[src/rtl/udma_opstat_pkg.sv]
package udma_opstat_pkg;

    typedef enum logic [1:0] {
        ARM_IDLE      = 2'd0,
        ARM_DIR_SET   = 2'd1,
        ARM_READ_SEEN = 2'd2,
        ARM_RUNNING   = 2'd3
    } arm_state_t;

    typedef enum logic [1:0] {
        RES_IDLE   = 2'd0,
        RES_ACTIVE = 2'd1,
        RES_INTR   = 2'd2,
        RES_ERROR  = 2'd3
    } dma_result_t;

    localparam int STS_DMAREQ = 16;
    localparam int STS_ERRINT = 17;
    localparam int STS_BUSY   = 18;
    localparam int STS_NDO    = 24;
    localparam int STS_NDI    = 25;
    localparam int STS_N4X    = 26;

    localparam logic [31:0] STS_MASK = (32'd1 << STS_DMAREQ) | (32'd1 << STS_ERRINT)
                                     | (32'd1 << STS_BUSY)   | (32'd1 << STS_NDO)
                                     | (32'd1 << STS_NDI)    | (32'd1 << STS_N4X);

    localparam int OP_EN_BIT  = 0;
    localparam int OP_DIR_BIT = 1;

endpackage

[src/rtl/udma_sync.sv]
module udma_sync #(
    parameter int STAGES = 2
) (
    input  logic clk,
    input  logic rst_n,
    input  logic d_i,
    output logic q_o
);
    logic [STAGES-1:0] chain;

    generate
        if (STAGES == 1) begin : g_single
            always_ff @(posedge clk) begin
                if (!rst_n) chain <= '0;
                else        chain <= d_i;
            end
        end else begin : g_multi
            always_ff @(posedge clk) begin
                if (!rst_n) chain <= '0;
                else        chain <= {chain[STAGES-2:0], d_i};
            end
        end
    endgenerate

    assign q_o = chain[STAGES-1];
endmodule

[src/rtl/udma_arm_fsm.sv]
module udma_arm_fsm
    import udma_opstat_pkg::*;
(
    input  logic clk,
    input  logic rst_n,
    input  logic op_wr_i,
    input  logic op_rd_i,
    input  logic other_wr_i,
    input  logic wr_en_bit_i,
    input  logic wr_dir_bit_i,
    output logic op_en_o,
    output logic op_dir_o,
    output logic idle_req_o
);
    arm_state_t state, state_nx;
    logic       dir_q, dir_nx;
    logic       idle_q, idle_nx;

    // state register
    always_ff @(posedge clk) begin
        if (!rst_n) begin
            state  <= ARM_IDLE;
            dir_q  <= 1'b0;
            idle_q <= 1'b0;
        end else begin
            state  <= state_nx;
            dir_q  <= dir_nx;
            idle_q <= idle_nx;
        end
    end

    // next state
    always_comb begin
        state_nx = state;
        dir_nx   = dir_q;
        idle_nx  = 1'b0;
        unique case (state)
            ARM_IDLE: begin
                if (op_wr_i && !wr_en_bit_i) begin
                    state_nx = ARM_DIR_SET;
                    dir_nx   = wr_dir_bit_i;
                end
            end
            ARM_DIR_SET: begin
                if (op_wr_i) begin
                    if (!wr_en_bit_i) dir_nx   = wr_dir_bit_i;
                    else              state_nx = ARM_IDLE;
                end else if (other_wr_i) begin
                    state_nx = ARM_IDLE;
                end else if (op_rd_i) begin
                    state_nx = ARM_READ_SEEN;
                end
            end
            ARM_READ_SEEN: begin
                if (op_wr_i) begin
                    if (!wr_en_bit_i) begin
                        state_nx = ARM_DIR_SET;
                        dir_nx   = wr_dir_bit_i;
                    end else if (wr_dir_bit_i == dir_q) begin
                        state_nx = ARM_RUNNING;
                    end else begin
                        state_nx = ARM_IDLE;
                    end
                end else if (other_wr_i) begin
                    state_nx = ARM_IDLE;
                end
            end
            ARM_RUNNING: begin
                if (op_wr_i && !wr_en_bit_i) begin
                    state_nx = ARM_IDLE;
                    dir_nx   = 1'b0;
                    idle_nx  = 1'b1;
                end
            end
        endcase
    end

    // outputs
    always_comb begin
        op_en_o    = (state == ARM_RUNNING);
        op_dir_o   = dir_q;
        idle_req_o = idle_q;
    end

    AST_EN_NEEDS_WRITE: assert property (@(posedge clk) disable iff (!rst_n)
        $rose(op_en_o) |-> $past(op_wr_i && wr_en_bit_i && state == ARM_READ_SEEN));
    AST_RUN_DIR_HELD: assert property (@(posedge clk) disable iff (!rst_n)
        (op_en_o && $past(op_en_o)) |-> $stable(op_dir_o));
    AST_STOP_CLEARS: assert property (@(posedge clk) disable iff (!rst_n)
        (op_en_o && op_wr_i && !wr_en_bit_i) |=> (!op_en_o && !op_dir_o && idle_req_o));
    AST_IDLE_ONE_CYCLE: assert property (@(posedge clk) disable iff (!rst_n)
        idle_req_o |=> !idle_req_o);
    AST_OTHER_WR_ABORTS: assert property (@(posedge clk) disable iff (!rst_n)
        (!op_en_o && other_wr_i && !op_wr_i) |=> !op_en_o);
endmodule

[src/rtl/udma_result_enc.sv]
module udma_result_enc
    import udma_opstat_pkg::*;
(
    input  logic        clk,
    input  logic        rst_n,
    input  logic [31:0] sts_i,
    input  logic        irq_i,
    output logic [1:0]  res_o
);
    logic        err_any;
    logic        act_any;
    dma_result_t res_nx, res_q;

    always_comb begin
        err_any = sts_i[STS_ERRINT] | sts_i[STS_NDO] | sts_i[STS_NDI] | sts_i[STS_N4X];
        act_any = sts_i[STS_BUSY] | sts_i[STS_DMAREQ];
        if (err_any)      res_nx = RES_ERROR;
        else if (irq_i)   res_nx = RES_INTR;
        else if (act_any) res_nx = RES_ACTIVE;
        else              res_nx = RES_IDLE;
    end

    always_ff @(posedge clk) begin
        if (!rst_n) res_q <= RES_IDLE;
        else        res_q <= res_nx;
    end

    assign res_o = res_q;

    AST_ERROR_WINS: assert property (@(posedge clk) disable iff (!rst_n)
        (sts_i[STS_N4X] || sts_i[STS_NDI] || sts_i[STS_NDO] || sts_i[STS_ERRINT])
        |=> (res_o == 2'd3));
    AST_QUIET_IDLE: assert property (@(posedge clk) disable iff (!rst_n)
        ((sts_i & STS_MASK) == 32'd0 && !irq_i) |=> (res_o == 2'd0));
    AST_IRQ_OVER_BUSY: assert property (@(posedge clk) disable iff (!rst_n)
        ((sts_i & STS_MASK) == (32'd1 << STS_BUSY) && irq_i) |=> (res_o == 2'd2));
endmodule

[src/rtl/udma_opstat.sv]
module udma_opstat
    import udma_opstat_pkg::*;
#(
    parameter int ADDR_W      = 4,
    parameter int OFS_CFG     = 1,
    parameter int OFS_OP      = 3,
    parameter int OFS_STS     = 10,
    parameter int SYNC_STAGES = 2
) (
    input  logic              clk,
    input  logic              rst_n,
    input  logic              reg_wr,
    input  logic              reg_rd,
    input  logic [ADDR_W-1:0] reg_addr,
    input  logic [31:0]       reg_wdata,
    output logic [31:0]       reg_rdata,
    input  logic [31:0]       eng_status,
    input  logic              dev_intrq,
    output logic              op_enable,
    output logic              op_dir,
    output logic [1:0]        dma_result,
    output logic              ctrl_idle_req,
    output logic              cfg_enable,
    output logic [2:0]        cfg_xfer_sel,
    output logic [3:0]        cfg_mode
);
    localparam int CFG_W = 8;
    localparam logic [ADDR_W-1:0] A_CFG = ADDR_W'(OFS_CFG);
    localparam logic [ADDR_W-1:0] A_OP  = ADDR_W'(OFS_OP);
    localparam logic [ADDR_W-1:0] A_STS = ADDR_W'(OFS_STS);

    logic             op_wr, op_rd, other_wr, cfg_wr;
    logic             irq_sync;
    logic [CFG_W-1:0] cfg_q;
    logic [31:0]      rd_mux, rdata_q;

    assign op_wr    = reg_wr && (reg_addr == A_OP);
    assign op_rd    = reg_rd && (reg_addr == A_OP);
    assign other_wr = reg_wr && (reg_addr != A_OP);
    assign cfg_wr   = reg_wr && (reg_addr == A_CFG);

    udma_arm_fsm u_arm (
        .clk          (clk),
        .rst_n        (rst_n),
        .op_wr_i      (op_wr),
        .op_rd_i      (op_rd),
        .other_wr_i   (other_wr),
        .wr_en_bit_i  (reg_wdata[OP_EN_BIT]),
        .wr_dir_bit_i (reg_wdata[OP_DIR_BIT]),
        .op_en_o      (op_enable),
        .op_dir_o     (op_dir),
        .idle_req_o   (ctrl_idle_req)
    );

    udma_sync #(.STAGES(SYNC_STAGES)) u_irq_sync (
        .clk   (clk),
        .rst_n (rst_n),
        .d_i   (dev_intrq),
        .q_o   (irq_sync)
    );

    udma_result_enc u_res (
        .clk   (clk),
        .rst_n (rst_n),
        .sts_i (eng_status),
        .irq_i (irq_sync),
        .res_o (dma_result)
    );

    always_ff @(posedge clk) begin
        if (!rst_n)      cfg_q <= '0;
        else if (cfg_wr) cfg_q <= reg_wdata[CFG_W-1:0];
    end

    assign cfg_enable   = cfg_q[0];
    assign cfg_xfer_sel = cfg_q[3:1];
    assign cfg_mode     = cfg_q[7:4];

    always_comb begin
        rd_mux = '0;
        if (reg_addr == A_CFG)      rd_mux = {{(32-CFG_W){1'b0}}, cfg_q};
        else if (reg_addr == A_OP)  rd_mux = {30'd0, op_dir, op_enable};
        else if (reg_addr == A_STS) rd_mux = eng_status & STS_MASK;
    end

    always_ff @(posedge clk) begin
        if (!rst_n)      rdata_q <= '0;
        else if (reg_rd) rdata_q <= rd_mux;
    end

    assign reg_rdata = rdata_q;

    AST_RD_WR_EXCL: assert property (@(posedge clk) disable iff (!rst_n)
        !(reg_wr && reg_rd));
    AST_UNMAPPED_ZERO: assert property (@(posedge clk) disable iff (!rst_n)
        (reg_rd && reg_addr != A_CFG && reg_addr != A_OP && reg_addr != A_STS)
        |=> (reg_rdata == 32'd0));
    AST_OP_READBACK: assert property (@(posedge clk) disable iff (!rst_n)
        (reg_rd && reg_addr == A_OP) |=> (reg_rdata[31:2] == 30'd0));
endmodule

[config.mk]
export PLATFORM = sky130hd
export DESIGN_NAME = udma_opstat
export DESIGN_NICKNAME = d
export VERILOG_FILES = /design/src/rtl/udma_opstat_pkg.sv /design/src/rtl/udma_sync.sv /design/src/rtl/udma_arm_fsm.sv /design/src/rtl/udma_result_enc.sv /design/src/rtl/udma_opstat.sv
export SDC_FILE = /design/constraint.sdc
export NUM_CORES = 1
export LEC_CHECK = 0
export ABC_AREA = 1
export BUFFER_PORTS_ARGS = -buffer_cell sky130_fd_sc_hd__buf_2
export CORE_MARGIN = 10
export CORE_UTILIZATION = 40
export DETAILED_ROUTE_END_ITERATION = 6
export PLACE_DENSITY = 0.83
export SLEW_MARGIN = 20
export SYNTH_ARGS = -nofsm -noshare
export SYNTH_HDL_FRONTEND = slang
export SYNTH_SLANG_ARGS = --single-unit
[constraint.sdc]
create_clock -name clk -period 4.2 [get_ports clk]
set_input_delay 0.42 -clock clk [delete_from_list [all_inputs] [get_ports clk]]
set_output_delay 0.42 -clock clk [all_outputs]
set_load 0.005 [all_outputs]
# Yosys cells after proc, flatten, opt, wreduce, memory -nomap -nowiden
# Index checks and enable logic that the tools add are counted.
[word_totals]
out_inout_bits = 45
reg_bits = 48
elab_cells = 60
[classes]
muxes = 23
reduce_logical = 11
bitwise_logic = 4
n_eq_ne = 15
[op_table]
columns = ["cell", "count"]
rows = [
  ["$mux 27", 3],
  ["$mux 2", 12],
  ["$pmux 2 s4", 1],
  ["$mux 1", 6],
  ["$ne 2x1->1 const B", 3],
  ["$logic_and 1x1->1", 5],
  ["$reduce_and 5->1", 1],
  ["$eq 2x2->1 const B", 2],
  ["$eq 4x1->1 const B", 1],
  ["$eq 4x2->1 const B", 1],
  ["$eq 4x4->1 const B", 1],
  ["$ne 4x2->1 const B", 1],
  ["$ne 4x3->1 const B", 1],
  ["$or 1x1->1", 4],
  ["$reduce_and 4->1", 1],
  ["$ne 3x2->1 const B", 1],
  ["$ne 3x3->1 const B", 1],
  ["$pmux 1 s3", 1],
  ["$eq 2x1->1 const B", 1],
  ["$logic_not 2->1", 1],
  ["$ne 2x2->1 const B", 1],
  ["$reduce_and 2->1", 1],
  ["$reduce_or 2->1", 1],
  ["$eq 1x1->1", 1],
  ["$logic_not 1->1", 1],
]

# Longest topological paths before layout
[depth]
word_depth = 6
depth_mapped = 9

# By module
# From an unflattened synthesis, not the netlist that was laid out.
[unflattened]
hier_cells = 211
area_unflattened_um2 = 1566.5
[modules_own_cells]
columns = ["module", "cells_per_inst", "n_inst", "area_each_um2", "seq_area_each_um2"]
rows = [
  ["udma_opstat", 141, 1, 1079.8, 440.4],
  ["udma_arm_fsm", 51, 1, 341.6, 80.1],
  ["udma_result_enc", 13, 1, 90.1, 40.0],
  ["udma_sync", 6, 1, 55.1, 40.0],
]

# Worst setup path after synthesis
# Ideal clock, no wire load.
[synth_path]
path_type = "reg-to-reg"
startpoint = "register u_arm.state[0]"
endpoint = "register u_arm.dir_q, in the netlist u_arm.op_dir_o"
stages_incl_launch_ff = 7
synth_period_minus_slack_ns = 1.342
t_arrival_ns = 1.272
required_time_ns = 4.130
setup_slack_ns = 2.858
path_buffers = 0
setup_time_ns = 0.070
path_cell_list = "dfxtp_1 -> inv_1 -> ha_1 -> or2_2 -> o21ai_0 -> o21ai_0 -> a21oi_1"
[synth_between]
elab_chain_len = 4
word_cells_on_any_way = 11
classes_between = "eq/ne: 7; mux: 1; reduce/logical: 3"
[synth_lines]
columns = ["element", "line", "text"]
rows = [
  ["from (decl)", "udma_arm_fsm.sv:15", "arm_state_t state, state_nx;"],
  ["from (signal assigned)", "udma_arm_fsm.sv:26", "state <= state_nx;"],
  ["$eq 2x1->1 or $eq 2x2->1 (tied branches)", "udma_arm_fsm.sv:37", "unique case (state)"],
  ["$reduce_or 2->1 (no source line)", "--", ""],
  ["$ne 2x1->1 (no source line) or $ne 2x2->1 (tied branches)", "--", ""],
  ["$reduce_and 4->1 (no source line)", "--", ""],
  ["to (signal assigned)", "udma_arm_fsm.sv:27", "dir_q <= dir_nx;"],
  ["to (decl)", "udma_arm_fsm.sv:16", "logic dir_q, dir_nx;"],
]
# Parallel ways exist; a longest one is shown, timed or not.
# A chain may end at the register's enable or synchronous reset.

# Final worst setup path
# Same ends and word-level chain as after synthesis.

==> results.cfg <==
[critical_path]
r2r_start = u_arm.state[0]
crit_top_cell = o21ai_0
path_cells = inv_1 -> ha_1 -> or2_2 -> o21ai_0 -> o21ai_0 -> a21oi_1
cp_slowest_cell = dfxtp_1
r2r_slack_ns = 2.70
critPathKind = reg -> reg
crit_start = u_arm.state[0]
worst_setup_path_end_kind = flip-flop
rr_worst_depth = 6
required_ns = 4.41
arrival_ns = 1.71
startpoint_type = flip-flop
path_max_fanout = 3
crit_end = u_arm.op_dir_o
timing.rr.end = u_arm.op_dir_o
slowest_delay_ns = 0.36

[final_layout]
fill_cells = 378
area_growth_pct = 18.8
antenna_cells = 0
layoutNonFillerInstCount = 291
nets = 319
layout-drive-gt1-share_pct = 28.0

[synth]
postSynthCellCount = 195
yosysSeqAreaShare_pct = 40.7
ys_seq_elements = 30
avgSynthCellArea_um2 = 7.57
syn-cell-area_um2 = 1480
synth.distinct_cells = 26
yosysWarnings = 0

[timing]
timing.final.crit_share_pct = 35.6
hold_ws_ns = 0.323
slew_viol_final = 0
fin_skew_ns = 0.00274
worst_slack_ns = 2.70
fin_tns_setup_ns = 0
max_freq_mhz = 668
period_needed_ns = 1.50
setup_viol = 0
rsz0062_at_grt = no
hold_violations = 0

[pwr]
power.leakage_nw = 0.855
peakVddDrop_mv = 0.215
power.density_nw_per_um2 = 417

[floorplanning]
die_h_um = 80.8
die_w_um = 80.8
ioPinCount = 118
rows = 22
die_area_um2 = 6520
fp.coreArea_um2 = 3610
initial_core_util_pct = 40.9

[cts]
numCtsBuffers = 5
cts-htree-levels = 2
clock-sinks = 30
post_cts_buffers = 0
root_buffer = clkbuf_8
tritoncts = yes
clock_path_buffers = 2
path_clk_slew_ns = 0.06
cts_hold_buf = 0
cts_resized = 0
clk-insertion-delay-late_ns = 0.27

[drt]
via_count = 1302
finalWirelength_um = 3610
firstDrtPassIters = 4
via_per_inst = 4.47
drt.antenna.violating_nets = 0
post_drt_wl_per_cell_um = 12.4
drtIter0Drc = 53
drc = 0

[global_route]
grt_antenna_before_repair = 0
grt_max_degree = 29
grt_pass1_vias = 1274
grt_use_total_pct = 10.9
use_met1_pct = 11.7
busiest_layer = met2
use_met2_pct = 17.4
grt_pass1_wl_um = 5640
use_met3_pct = 5.41
grt_overflow_total = 0

[placed_design]
dp_hpwl_um = 2840
numPortBuffers = 49
dp.cells = 283
gp_congestion = 0.751
post-place-ws_ns = 2.62

[hold_path]
worstHoldPathType = in -> reg

[status]
status = finished, final reports clean

[job]
drv_cap = 0
## metrics by stage
step           util [%]  cell area, µm²  power [mW]
5_1_grt            48.6            1750       0.779
4_1_cts            48.6            1750       0.738
3_5_place_dp       46.1            1660       0.504
6_report           48.6            1750       0.731
2_1_floorplan         -            1540       0.465
3_3_place_gp       46.1            1660       0.496
## critical path: cells and delay by family, from the launching register on
| kind | cells | cell delay (ns) |
|---|---|---|
| AO/OA/AOI/OAI | 3 | 0.43 |
| buffers and inverters | 1 | 0.09 |
| flip-flops | 1 | 0.36 |
| adder cells (fa/ha/maj) | 1 | 0.23 |
| AND/OR/NAND/NOR | 1 | 0.32 |
## final cells by class
type                       count  area, µm²  area share, %
clock buffer                   7       86.3           4.92
clock inverter                 1       5.00          0.285
inverter                      19       71.3           4.07
multi-input combinational    137        686           39.1
sequential                    30        601           34.2
tap                           48       60.1           3.42
timing repair buffer          49        245           14.0
## cell usage after synthesis (all sizes together)
master	count	area, µm²
a21o	1	7.51
a21oi	23	119
a31oi	3	18.8
buf	23	171
clkbuf	3	11.3
conb	1	3.75
dfxtp	30	601
ha	4	50.1
inv	19	71.3
nand2	39	151
nand3	15	90.1
nand4	1	6.26
nor2	14	60.1
nor3	1	5.00
nor4	1	21.3
o21ai	15	75.1
o21bai	1	7.51
or2	1	6.26
## cells in the final DEF (no fill, tap or decap)
cell type  count
nor2_1        11
dfxtp_1       30
nand3_1       12
nand2_2        2
clkinv_2       1
or2_2          1
nand3_2        3
nand2_1       37
inv_1         18
o21ai_0       15
buf_2         49
o21bai_1       1
a21oi_2        1
a21o_1         1
inv_2          1
a31oi_1        3
clkbuf_8       6
nand4_1        1
nor3_1         1
conb_1        18
nor2_2         3
a21oi_1       22
nor4_4         1
clkbuf_1       1
ha_1           4
## sequential cells by signal (all words and copies together) (netlist names)
signal	count
reg_rdata	14
cfg_q	8
u_arm.state	2
u_irq_sync.chain	2
u_res.res_o	2
u_arm.idle_req_o	1
u_arm.op_dir_o	1
## metal layers
layer  up-vias  part of all wire (%)
li1        685                     -
met1       561                    40
met2        51                    45
met3         5                    13
met4         0                   1.5
met5         -                     0
## power breakdown
part,internal [mW],switching (mW),leakage (nW)
clock network,0.132,0.101,0.0482
registers,0.307,0.0156,0.246
logic,0.0715,0.104,0.561
total,0.510,0.221,0.855
## cells by family (layout without fill, tap and decap cells)
kind of cell	Yosys count	after routing	synth area share, %
other	1	18	0.254
AND/OR/NAND/NOR	72	72	23.1
buffers and inverters	45	76	17.2
AO/OA/AOI/OAI	43	43	15.4
flip-flops	30	30	40.7
adder cells (fa/ha/maj)	4	4	3.39
## how the worst min path moves through the flow
stage / start / to / cells past startpoint
2_1_floorplan: u_irq_sync.chain[0] / u_irq_sync.chain[1] / 2
3_3_place_gp: u_irq_sync.chain[0] / u_irq_sync.chain[1] / 2
3_5_place_dp: u_irq_sync.chain[0] / u_irq_sync.chain[1] / 2
4_1_cts: dev_intrq / u_irq_sync.chain[0] / 3
5_1_grt: dev_intrq / u_irq_sync.chain[0] / 3
6_report: dev_intrq / u_irq_sync.chain[0] / 3
No activity file was read; power rests on OpenSTA's default activity.
